$ cat config.mk
export PLATFORM = sky130hd
export DESIGN_NAME = cycle_timer_mapper
export DESIGN_NICKNAME = d
export VERILOG_FILES = /design/src/rtl/cycle_timer_pkg.sv /design/src/rtl/cycle_timer_ctrl.sv /design/src/rtl/cycle_timer_path.sv /design/src/rtl/cycle_timer_mapper.sv
export SDC_FILE = /design/constraint.sdc
export NUM_CORES = 1
export LEC_CHECK = 0
export BUFFER_PORTS_ARGS = -buffer_cell sky130_fd_sc_hd__buf_2
export CAP_MARGIN = 30
export CORE_ASPECT_RATIO = 0.8
export CORE_MARGIN = 4
export CORE_UTILIZATION = 40
export CTS_BUF_LIST = sky130_fd_sc_hd__clkbuf_8 sky130_fd_sc_hd__clkbuf_16
export DETAILED_ROUTE_END_ITERATION = 7
export SETUP_SLACK_MARGIN = 0.05
export SYNTH_ARGS = -nofsm -noshare
export SYNTH_HDL_FRONTEND = slang
export SYNTH_SLANG_ARGS = --single-unit
$ cat constraint.sdc
create_clock -name clk -period 2.2 [get_ports clk]
set_input_delay 0.33 -clock clk [delete_from_list [all_inputs] [get_ports clk]]
set_output_delay 0.33 -clock clk [all_outputs]
set_load 0.02 [all_outputs]
$ cat src/rtl/cycle_timer_pkg.sv
package cycle_timer_pkg;

  localparam int BANK_W = 4;
  localparam int BOARD_W = 5;
  localparam int DIP_W = 4;
  localparam int TOP_BITS = DIP_W + 1;

  // Strobes from control to timer datapath
  typedef struct packed {
    logic advance;
    logic clear;
  } timerStrobes_t;

endpackage

$ cat src/rtl/cycle_timer_ctrl.sv
module cycle_timer_ctrl
  import cycle_timer_pkg::*;
(
  input  logic                 tick,
  input  logic [BOARD_W-1:0]   boardVal,
  input  logic                 boardCommit,
  input  logic [1:0]           prgMode,
  input  logic [BANK_W-1:0]    prgSel,
  output timerStrobes_t        strobes,
  output logic [BANK_W-1:0]    bankLo,
  output logic [BANK_W-1:0]    bankHi
);

  localparam int SUB_W = BANK_W - 1;

  logic timerHold;
  logic innerBanking;
  logic [1:0] outerSel;
  logic [SUB_W-1:0] innerSel;

  assign timerHold    = boardVal[4];
  assign innerBanking = boardVal[3];
  assign outerSel     = boardVal[2:1];
  assign innerSel     = prgSel[SUB_W-1:0];

  always_comb begin
    strobes.clear   = boardCommit & timerHold;
    strobes.advance = tick & ~timerHold & ~strobes.clear;
  end

  always_comb begin
    if (!innerBanking) begin
      bankLo = {1'b0, outerSel, 1'b0};
      bankHi = {1'b0, outerSel, 1'b1};
    end else begin
      unique case (prgMode)
        2'd2: begin
          bankLo = {1'b1, {SUB_W{1'b0}}};
          bankHi = {1'b1, innerSel};
        end
        2'd3: begin
          bankLo = {1'b1, innerSel};
          bankHi = {1'b1, {SUB_W{1'b1}}};
        end
        default: begin
          bankLo = {1'b1, innerSel[SUB_W-1:1], 1'b0};
          bankHi = {1'b1, innerSel[SUB_W-1:1], 1'b1};
        end
      endcase
    end
  end

endmodule

$ cat src/rtl/cycle_timer_path.sv
module cycle_timer_path
  import cycle_timer_pkg::*;
#(
  parameter int CNT_W = 30
) (
  input  logic              clk,
  input  logic              rst,
  input  timerStrobes_t     strobes,
  input  logic [DIP_W-1:0]  dip,
  output logic              irq
);

  localparam int SHIFT = CNT_W - TOP_BITS;

  logic [CNT_W-1:0] count;
  logic [CNT_W-1:0] nextCount;
  logic [TOP_BITS-1:0] topField;
  logic limitHit;

  // Threshold is all ones in the top field and zeros below it, so
  // "greater or equal" reduces to an AND over the top field.
  assign nextCount = count + CNT_W'(1);
  assign topField  = nextCount[CNT_W-1:SHIFT] | {1'b0, dip};
  assign limitHit  = &topField;

  always_ff @(posedge clk) begin
    if (rst) begin
      count <= '0;
      irq   <= 1'b0;
    end else if (strobes.clear) begin
      count <= '0;
      irq   <= 1'b0;
    end else if (strobes.advance) begin
      if (limitHit) begin
        count <= '0;
        irq   <= 1'b1;
      end else begin
        count <= nextCount;
      end
    end
  end

endmodule

$ cat src/rtl/cycle_timer_mapper.sv
module cycle_timer_mapper
  import cycle_timer_pkg::*;
#(
  parameter int CNT_W = 30,
  parameter int CHR_W = 5
) (
  input  logic              clk,
  input  logic              rst,
  input  logic              tick,
  input  logic [3:0]        dip,
  input  logic [4:0]        boardVal,
  input  logic              boardCommit,
  input  logic [1:0]        prgMode,
  input  logic [3:0]        prgSel,
  output logic [3:0]        bankLo,
  output logic [3:0]        bankHi,
  output logic [CHR_W-1:0]  chrBank,
  output logic              irq
);

  timerStrobes_t strobes;

  cycle_timer_ctrl ctrl (
    .tick(tick),
    .boardVal(boardVal),
    .boardCommit(boardCommit),
    .prgMode(prgMode),
    .prgSel(prgSel),
    .strobes(strobes),
    .bankLo(bankLo),
    .bankHi(bankHi)
  );

  cycle_timer_path #(.CNT_W(CNT_W)) path (
    .clk(clk),
    .rst(rst),
    .strobes(strobes),
    .dip(dip),
    .irq(irq)
  );

  // Single 8 KiB character RAM
  assign chrBank = '0;

endmodule

# ---- Word level (Yosys, flattened, before mapping)
# Cells that the tools add are included.
dict set report op_classes {
  addsub 1
  eq_ne 2
  mux 5
  n_bitwise 6
  n_reduce_logical 3
}
# op count
set op_table {}
lappend op_table {{adder 30 x 1 -> 30 bit (second input constant)} 1}
lappend op_table {{2-to-1 mux 30 bit} 1}
lappend op_table {{one-hot mux 3 bit (2 select lines)} 2}
lappend op_table {{2-to-1 mux 4 bit} 2}
lappend op_table {{AND reduction 6 bit} 1}
lappend op_table {{bitwise OR 5 x 4 -> 5 bit} 1}
lappend op_table {{AND reduction 5 bit} 1}
lappend op_table {{equality test 2 bit (second input constant)} 2}
lappend op_table {{bitwise AND 1 bit} 3}
lappend op_table {{NOT 1 bit} 2}
lappend op_table {{OR reduction 2 bit} 1}
dict set report totals {
  ff_bits 31
  in_bits 19
  out_inout_bits 14
}

# ---- Depth between registers and ports, before layout
# Gate-level depths: netlist of run 1.
dict set report depth {
  word_depth 4
  ltp_mapped 9
}

# ---- By module
# A second synthesis of run 1 with hierarchy kept.
dict set report unflattened {
  cells_unflattened 211
  hier_area_um2 1746.7
}
# module n_inst cells_per_inst area_per_inst_um2
set by_module_without_submodules {}
lappend by_module_without_submodules {cycle_timer_path 1 184 1594.0}
lappend by_module_without_submodules {cycle_timer_ctrl 1 21 111.4}
lappend by_module_without_submodules {cycle_timer_mapper 1 6 41.3}

# ---- Worst setup path after synthesis of run 1
# OpenSTA, ideal clock, no wires.
dict set report synth_timing {
  kind {register -> register}
  startpoint {register path.count[12]}
  endpoint {register path.count[10]}
  setup_time_ns 0.135
  t_arrival_ns 2.137
  t_required_ns 2.065
  setup_slack_ns -0.071
  stages_incl_launch_ff 10
  n_path_buf 3
  cell_sequence {dfxtp_1 buf_4 nand4_2 or4_1 buf_2 nor4_2 nor3_2 nor4_4 buf_2 a211oi_1}
}
dict set report synth_between {
  elab_chain_len 4
}
# element line_no
set synth_rtl {}
lappend synth_rtl {{start, declared} cycle_timer_path.sv:15} ;# logic [CNT_W-1:0] count;
lappend synth_rtl {{start signal, assigned} cycle_timer_path.sv:38} ;# count <= nextCount;
lappend synth_rtl {{adder 30 x 1 -> 30 bit} cycle_timer_path.sv:22} ;# assign nextCount = count + CNT_W'(1);
lappend synth_rtl {{bitwise OR 5 x 4 -> 5 bit} cycle_timer_path.sv:23} ;# assign topField = nextCount[CNT_W-1:SHIFT] | {1'b0, dip};
lappend synth_rtl {{AND reduction 5 bit} cycle_timer_path.sv:24} ;# assign limitHit = &topField;
lappend synth_rtl {{2-to-1 mux 30 bit} cycle_timer_path.sv:34} ;# if (limitHit) begin
# Every way passes these cells.
# A chain may end at the register's enable or synchronous reset.

# ---- Worst setup path after layout of run 1
dict set report layout_timing {
  startpoint {register path.count[19]}
  endpoint {register path.count[2]}
}
# The elaborated chain is that of the path after synthesis.

==> results of run 1 <==
area by class of cell:
| cell class | instances | area (um^2) | area share |
|---|---|---|---|
| tap | 60 | 75.1 | 0.0289 |
| timing repair buffer | 69 | 497 | 0.191 |
| clock inverter | 3 | 12.5 | 0.00482 |
| sequential | 31 | 631 | 0.243 |
| multi-input combinational | 171 | 1290 | 0.495 |
| inverter | 7 | 26.3 | 0.0101 |
| clock buffer | 5 | 68.8 | 0.0265 |
logic make-up (layout without fill, tap and decap cells):
kind of cell             count (synthesis)  after routing  synth area share
buffers and inverters                   27             84            0.0823
AO/OA/AOI/OAI                           45             45             0.172
multiplexers                             1              1           0.00574
XOR/XNOR                                27             27             0.124
adder cells (fa/ha/maj)                  1              1           0.00638
other                                    1              5           0.00191
flip-flops                              31             31             0.316
AND/OR/NAND/NOR                         92             92             0.291
metrics by stage:
step	std cells	setup WS, ns
6_report	346	-0.00818
5_1_grt	346	-0.159
4_1_cts	346	-0.00470
3_5_place_dp	338	-0.150
3_3_place_gp	338	-0.104
2_1_floorplan	229	-0.0123
where the power goes:
part | total [mW] | internal, mW | switching [mW]
logic | 0.120 | 0.0432 | 0.0767
registers | 0.566 | 0.563 | 0.00279
clock network | 0.427 | 0.212 | 0.215
critical path, stage by stage (launching register included):
cell      delay (ns)
dfxtp_1         0.33
nand4_1         0.16
or4_4           0.60
nor4_4          0.24
nor3_2          0.09
nor4_4          0.31
buf_12          0.24
a211oi_1        0.10
state kept, by name (all words and copies together) (netlist names):
| register | count |
|---|---|
| path.irq | 1 |
| path.count | 30 |
cells in the final DEF (no fill, tap or decap), drive strengths merged, types with 8 or more instances in the layout:
cell type / instances
nor3: 11
a211oi: 25
nand3: 12
nor4: 14
xnor2: 22
nand4: 11
nor2: 11
nand2: 17
a21oi: 9
inv: 8
buf: 69
dfxtp: 31
timing repair:
action	4_1_cts	5_1_grt
setup endpoints to repair	31	31
pin swaps	3	0
resized for setup	8	4
final timing paths:
check                      start             to  slack (ns)  depth (start not counted)
setup / recovery  path.count[19]  path.count[2]      -0.008                          7
hold / removal               rst  path.count[3]        0.44                          4
setup reg to reg  path.count[19]  path.count[2]      -0.008                          7
hold reg to reg         path.irq       path.irq        0.49                          1
layer usage:
| layer | up-vias | GRT usage | share of wire |
|---|---|---|---|
| met4 | 0 | 0.0623 | 0.016 |
| met5 | - | 0 | 0 |
| li1 | 944 | - | - |
| met2 | 32 | 0.230 | 0.41 |
| met1 | 823 | 0.245 | 0.52 |
| met3 | 8 | 0.0407 | 0.054 |
==> results.py, run 1 <==
metrics = {
    "sta": {
        "finalCriticalPeriod_ns": 2.21,
        "grt_setup_unrepaired": "yes",
        "skew_ns": 0.00550,
        "tns_ns": -0.0230,
        "finalHoldViolCount": 0,
        "slew_viol_final": 0,
        "whs_ns": 0.437,
        "fin_ws_ns": -0.00818,
        "worst_pin_slew_ns": 0.660,
        "finalCritPeriodShare": 1.00,
        "setup_viol": 5,
        "slew-limit-headroom": 0.560,
        "maxClockFrequency_ghz": 0.453,
    },
    "grt": {
        "grt_pass1_vias": 1691,
        "grt_antenna_before_repair": 0,
        "grt_overflow": 0,
        "grtUsageTotal": 0.166,
        "grt_pass1_wl_um": 8020,
        "grt_start_max_net_pins": 32,
    },
    "clock_network": {
        "cts.sinks": 31,
        "cts-hold-fix-buffers": 0,
        "clkTransAtPathRegs_ns": 0.07,
        "cts_max_level": 2,
        "cts_tree": "yes",
        "clockBufferDepth": 2,
        "clk_latency_ns": 0.29,
        "post_cts_buffers": 0,
        "numCtsBuffers": 5,
        "cts_root_buffer": "clkbuf_8",
    },
    "synth": {
        "synth_largest_area_cell": "dfxtp_1",
        "synth_area_leaders": "dfxtp_1 32%, a211oi_1 9.6%, xnor2_1 9.4%, nor4_1 3.5%, buf_4 3.4%",
        "seq_area_frac_synth": 0.316,
        "synthFlopType": "dfxtp_1",
        "synth_edf_count": 0,
        "synth-seq-cells": 31,
        "synth_top_cells_by_count": "31 x dfxtp_1, 25 x a211oi_1, 21 x xnor2_1",
        "yosysMostFrequentCell": "dfxtp_1",
        "synth_warnings": 0,
        "syn_area_per_cell_um2": 8.72,
        "synth_cell_types": 43,
        "synth_top_cell_area_share": 0.316,
        "synth_cells": 225,
        "async_flop_share": 0,
        "syn_area_um2": 1960,
    },
    "setup_path": {
        "required_ns": 2.36,
        "worst-setup-path-type": "flop to flop",
        "critPathLaunchType": "flop",
        "cp.arrival_ns": 2.37,
        "end_kind": "flop",
        "crit_fanout": 31,
    },
    "die": {
        "die_y_um": 70.6,
        "ios": 33,
        "design.core.area_um2": 4650,
        "die_w_um": 86.3,
        "rows": 22,
        "initial_core_util": 0.422,
        "dieArea_um2": 6100,
    },
    "layout": {
        "drive_gt1_frac": 0.371,
        "final_nets": 305,
        "n_fill_cell": 453,
        "final_util": 0.558,
        "antenna_cells": 0,
        "area_growth_pct": 32.3,
        "stdcell_area_um2": 2600,
    },
    "routing": {
        "drt-total-wl_um": 4780,
        "wire_per_inst_um": 13.8,
        "num_vias": 1807,
        "first_iter_violations": 103,
        "dr.pass1.iters": 4,
        "final_antenna_net_count": 0,
        "drc": 0,
        "vias_per_cell": 5.22,
    },
    "hold_path": {
        "hold_path.class": "input pin to flop",
    },
    "run_status": {
        "violations": "negative setup slack",
        "outcome": "complete, but fails checks",
    },
    "placement": {
        "hpwl_um": 3530,
        "placed_area_um2": 2450,
        "port_buffers": 25,
        "gp_congestion": 0.773,
    },
    "power_and_ir_drop": {
        "power.total_mw": 1.11,
        "p_per_area_nw_per_um2": 429,
        "ir_drop_v": 0.000209,
        "leakagePower_nw": 0.984,
    },
    "run": {
        "drv_cap": 0,
    },
}
(Power assumes the default switching activity.)
==> inputs of run 2 (changes only) <==
--- a/config.mk
+++ b/config.mk
@@ -7,7 +7,6 @@
 export LEC_CHECK = 0
 export BUFFER_PORTS_ARGS = -buffer_cell sky130_fd_sc_hd__buf_2
 export CAP_MARGIN = 30
-export CORE_ASPECT_RATIO = 0.8
 export CORE_MARGIN = 4
 export CORE_UTILIZATION = 40
 export CTS_BUF_LIST = sky130_fd_sc_hd__clkbuf_8 sky130_fd_sc_hd__clkbuf_16
==> run 2 against run 1 <==
Net effect: the run still ends with negative setup slack left; sequential power is essentially flat; clock power grew 7.0%; critical endpoint is now path.count[5]; worst hold slack lost 0.0025 ns; core utilization grew 0.22 points; cell count grew 1.2%; non-clock buffer count shrank 2; die area shrank 0.11%; clock-buffer cell count grew 1; via count grew 0.39%.
==> results.py, run 2 (synthesized netlist as in run 1, its figures left out) <==
metrics = {
    "power_and_ir_drop": {
        "leakagePower_nw": 0.980,
        "p_per_area_nw_per_um2": 433,
        "power.total_mw": 1.15,
        "ir_drop_v": 0.000231,
    },
    "routing": {
        "drt-total-wl_um": 4630,
        "vias_per_cell": 5.18,
        "wire_per_inst_um": 13.2,
        "final_antenna_net_count": 0,
        "num_vias": 1814,
        "first_iter_violations": 85,
        "dr.pass1.iters": 4,
        "drc": 0,
    },
    "setup_path": {
        "crit_cells": 7,
        "cp.arrival_ns": 2.41,
        "cpMostUsedCell": "nor4_4",
        "crit_family": "simple AND/OR/NAND/NOR gates",
        "crit_fanout": 11,
        "r2r_setup_slack_ns": -0.04,
        "critPathLaunchType": "flop",
        "critPathBufInv": 1,
        "cpMaxStageDelayCell": "or4_4",
        "cp_cell_sequence": "nand4_1 > or4_4 > nor4_4 > nor3_2 > nor4_4 > buf_6 > a211oi_1",
        "max_stage_delay_ns": 0.61,
        "regToRegStartpoint": "path.count[17]",
        "worst-setup-path-type": "flop to flop",
        "reg2reg_to": "path.count[5]",
        "ff2ff_path_depth": 7,
        "required_ns": 2.36,
        "end_kind": "flop",
    },
    "layout": {
        "largest_reg_flops": 30,
        "fin_cells": 350,
        "n_fill_cell": 434,
        "biggestRegsByFlops": "path.count (30), path.irq (1)",
        "drive_gt1_frac": 0.399,
        "area_growth_pct": 34.9,
        "layout_common_cells": "36 x buf_4, 25 x buf_2, 22 x dfxtp_1, 21 x xnor2_1, 17 x nand2_1",
        "register_area_um2": 632,
        "antenna_cells": 0,
        "stdcell_area_um2": 2650,
        "final_nets": 303,
        "largest_register": "path.count",
        "final_common_cell": "buf_4",
        "final_util": 0.560,
        "multi_input_area_um2": 1340,
    },
    "hold_path": {
        "holdPathStages": 4,
        "hold_start": "rst",
        "hold_end": "path.count[3]",
        "hold_path.class": "input pin to flop",
    },
    "clock_network": {
        "clkTransAtPathRegs_ns": 0.07,
        "cts.sinks": 31,
        "cts_tree": "yes",
        "clockBufferDepth": 2,
        "cts_root_buffer": "clkbuf_8",
        "cts-hold-fix-buffers": 0,
        "clk_latency_ns": 0.29,
        "numCtsBuffers": 5,
        "cts_max_level": 2,
    },
    "run_status": {
        "outcome": "complete, but fails checks",
        "violations": "negative setup slack",
    },
    "die": {
        "rows": 25,
        "initial_core_util": 0.415,
        "dieArea_um2": 6090,
        "die_y_um": 78.0,
        "ios": 33,
        "design.core.area_um2": 4720,
        "die_w_um": 78.0,
    },
    "sta": {
        "slew_viol_final": 0,
        "finalCritPeriodShare": 1.02,
        "grt_setup_unrepaired": "yes",
        "slew-limit-headroom": 0.583,
        "fin_ws_ns": -0.0437,
        "maxClockFrequency_ghz": 0.446,
        "finalCriticalPeriod_ns": 2.24,
        "skew_ns": 0.00956,
        "finalHoldViolCount": 0,
        "tns_ns": -0.790,
        "setup_viol": 30,
        "worst_pin_slew_ns": 0.626,
    },
    "placement": {
        "dp_cells": 342,
        "placed_area_um2": 2430,
        "gp_congestion": 0.834,
        "hpwl_um": 3430,
        "port_buffers": 25,
    },
    "grt": {
        "grt_pass1_vias": 1739,
        "grt_overflow": 0,
        "grt_antenna_before_repair": 0,
        "grtUsageTotal": 0.164,
        "grt_start_max_net_pins": 15,
        "grt_pass1_wl_um": 8180,
    },
    "run": {
        "drv_cap": 0,
    },
}
run 2: cell type report:
type / instances / share of cell area
Multi-Input combinational cell: 171 / 0.505
Sequential cell: 31 / 0.239
Timing Repair Buffer: 67 / 0.182
Tap cell: 67 / 0.0317
Clock buffer: 6 / 0.0312
Inverter: 7 / 0.00993
Clock inverter: 1 / 0.00189
run 2: worst register-to-register path: stages, from the launching register on:
cell	delay, ns
dfxtp_2	0.33
nand4_1	0.16
or4_4	0.61
nor4_4	0.24
nor3_2	0.09
nor4_4	0.38
buf_6	0.22
a211oi_1	0.09
run 2: repair_timing:
action / 4_1_cts / 5_1_grt
hold endpoints to repair: 0 / 0
setup endpoints to repair: 31 / 31
pin swaps: 3 / 9
setup buffers: 1 / 0
gates resized for setup: 16 / 9
run 2: worst max path at each step:
stage	start	end	slack [ns]
after floorplan	path.count[17]	path.count[17]	-0.01
after global placement	path.count[11]	path.count[14]	-0.11
after detailed placement	path.count[11]	path.count[14]	-0.14
after CTS	path.count[8]	path.count[5]	-0.05
after global routing	path.count[8]	path.count[29]	-0.16
final	path.count[17]	path.count[5]	-0.04
run 2: per-layer routing:
layer	track usage	share of wire	vias up
met4	0.0472	0.012	0
li1	-	-	942
met3	0.0367	0.037	6
met1	0.228	0.50	839
met5	0	0	-
met2	0.255	0.45	27
run 2: power by group:
| part | switching (mW) | leakage (nW) | total (mW) | internal [mW] |
|---|---|---|---|---|
| clock network | 0.212 | 0.0470 | 0.457 | 0.245 |
| logic | 0.0775 | 0.679 | 0.121 | 0.0440 |
| registers | 0.00236 | 0.255 | 0.567 | 0.564 |
| total | 0.292 | 0.980 | 1.15 | 0.853 |
run 2: metrics by stage:
stage,setup WS [ns],hold slack [ns]
floorplan,-0.0123,0.484
global placement,-0.108,0.457
detailed placement,-0.142,0.458
CTS,-0.0480,0.425
global route,-0.165,0.466
finish,-0.0437,0.434
==> inputs of run 3 (changes only) <==
--- a/config.mk
+++ b/config.mk
@@ -8,9 +8,10 @@
 export BUFFER_PORTS_ARGS = -buffer_cell sky130_fd_sc_hd__buf_2
 export CAP_MARGIN = 30
 export CORE_MARGIN = 4
-export CORE_UTILIZATION = 40
+export CORE_UTILIZATION = 49
 export CTS_BUF_LIST = sky130_fd_sc_hd__clkbuf_8 sky130_fd_sc_hd__clkbuf_16
 export DETAILED_ROUTE_END_ITERATION = 7
+export PLACE_DENSITY = 0.74
 export SETUP_SLACK_MARGIN = 0.05
 export SYNTH_ARGS = -nofsm -noshare
 export SYNTH_HDL_FRONTEND = slang
==> run 3 against run 2 <==
Net effect: the run still ends with negative setup slack left; flip-flop and latch count did not move; register-to-register slack is essentially flat; combinational power hardly changed; maximum frequency is 0.52% lower; clock-buffer cell count is the same; clock power increased by 30%; setup slack got worse by 0.012 ns; design area down 1.6%; routed wire length is 6.7% higher; via count rose by 2.6%.
==> results.py, run 3 (synthesized netlist as in run 1, its figures left out) <==
metrics = {
    "grt": {
        "grt_pass1_vias": 1869,
        "grt_start_max_net_pins": 32,
        "grt_antenna_before_repair": 0,
        "grt_pass1_wl_um": 8400,
        "grtUsageTotal": 0.209,
        "grt_overflow": 0,
    },
    "clock_network": {
        "numCtsBuffers": 5,
        "cts_max_level": 2,
        "clkTransAtPathRegs_ns": 0.07,
        "clk_latency_ns": 0.29,
        "clockBufferDepth": 2,
        "cts_tree": "yes",
        "cts_root_buffer": "clkbuf_8",
        "cts.sinks": 31,
        "post_cts_buffers": 0,
    },
    "layout": {
        "area_growth_pct": 32.7,
        "biggestRegsByFlops": "path.count (30), path.irq (1)",
        "antenna_cells": 0,
        "stdcell_area_um2": 2600,
        "drive_gt1_frac": 0.369,
        "largest_register": "path.count",
        "layout_common_cells": "36 x buf_4, 25 x buf_2, 24 x a211oi_1, 23 x dfxtp_1, 21 x xnor2_1",
        "final_common_cell": "buf_4",
        "final_nets": 301,
        "largest_reg_flops": 30,
    },
    "die": {
        "design.core.area_um2": 3770,
        "rows": 22,
        "initial_core_util": 0.520,
        "die_y_um": 71.3,
        "dieArea_um2": 5080,
        "ios": 33,
        "die_w_um": 71.3,
    },
    "hold_path": {
        "hold_path.class": "input pin to flop",
        "holdPathStages": 4,
        "hold_end": "path.count[25]",
        "hold_start": "rst",
    },
    "placement": {
        "port_buffers": 25,
        "gp_congestion": 0.829,
        "hpwl_um": 3500,
        "placed_area_um2": 2410,
    },
    "run_status": {
        "violations": "negative setup slack",
        "outcome": "complete, but fails checks",
    },
    "sta": {
        "skew_ns": 0.0108,
        "tns_ns": -0.671,
        "finalCritPeriodShare": 1.03,
        "slew-limit-headroom": 0.552,
        "setup_viol": 24,
        "fin_ws_ns": -0.0554,
        "maxClockFrequency_ghz": 0.443,
        "worst_pin_slew_ns": 0.672,
        "grt_setup_unrepaired": "yes",
        "whs_ns": 0.439,
        "finalCriticalPeriod_ns": 2.26,
        "finalHoldViolCount": 0,
        "slew_viol_final": 0,
    },
    "routing": {
        "first_iter_violations": 100,
        "drc": 0,
        "drt-total-wl_um": 4940,
        "num_vias": 1861,
        "vias_per_cell": 5.64,
        "wire_per_inst_um": 15.0,
        "dr.pass1.iters": 4,
        "final_antenna_net_count": 0,
    },
    "power_and_ir_drop": {
        "ir_drop_v": 0.000377,
        "leakagePower_nw": 0.982,
        "p_per_area_nw_per_um2": 492,
        "power.total_mw": 1.28,
    },
    "setup_path": {
        "crit_fanout": 31,
        "r2r_setup_slack_ns": -0.06,
        "cp.arrival_ns": 2.40,
        "required_ns": 2.34,
        "reg2reg_to": "path.count[14]",
        "critPathLaunchType": "flop",
        "regToRegStartpoint": "path.count[16]",
        "ff2ff_path_depth": 7,
        "worst-setup-path-type": "flop to flop",
        "end_kind": "flop",
    },
    "run": {
        "drv_cap": 0,
    },
}
[run 3: cell count changes in the layout (fill, tap and decap cells not counted), sizes merged]
cell    previous run  this run
buf               67        65
bufinv             0         1
[run 3: area by class of cell]
cell class                 count  area [um^2]
clock buffer                   6         82.6
clock inverter                 2         35.0
fill                         302         1170
inverter                       7         26.3
multi-input combinational    171         1300
sequential                    31          631
tap                           48         60.1
timing repair buffer          65          467
[run 3: through the flow]
stage	worst slack (ns)	util	std cells
global route	-0.202	0.690	330
global placement	-0.0807	0.639	322
floorplan	-0.0123	-	229
CTS	-0.0717	0.675	330
detailed placement	-0.139	0.639	322
finish	-0.0554	0.690	330
[run 3: what timing repair did]
item                                    4_1_cts  5_1_grt
gates cloned                                  0        0
hold buffers                                  0        0
gates resized for setup                       3       11
pin swaps                                     2        1
endpoints found under the setup margin       31       31
[run 3: routing by layer]
layer | global-route usage | part of all wire
met5 | 0 | 0
met4 | 0.0835 | 0.015
met3 | 0.0491 | 0.053
met2 | 0.356 | 0.50
met1 | 0.252 | 0.43
[run 3: how the worst max path moves through the flow]
stage	to	start
3_3_place_gp	path.count[23]	path.count[11]
6_report	path.count[14]	path.count[16]
5_1_grt	path.count[14]	path.count[19]
4_1_cts	path.count[29]	path.count[8]
2_1_floorplan	path.count[17]	path.count[17]
3_5_place_dp	path.count[29]	path.count[11]
[run 3: critical path, cell delays in order, from the launching register on]
cell and delay [ns]:
dfxtp_1 0.38, nand4_4 0.14, or4_4 0.60, nor4_4 0.24, nor3_2 0.09, nor4_4 0.31, buf_12 0.24, a211oi_1 0.10
[run 3: power by group]
| part | switching [mW] | total [mW] | internal [mW] | leakage [nW] |
|---|---|---|---|---|
| logic | 0.0776 | 0.120 | 0.0426 | 0.667 |
| clock network | 0.227 | 0.593 | 0.366 | 0.0612 |
| registers | 0.00294 | 0.567 | 0.564 | 0.254 |
| total | 0.307 | 1.28 | 0.973 | 0.982 |
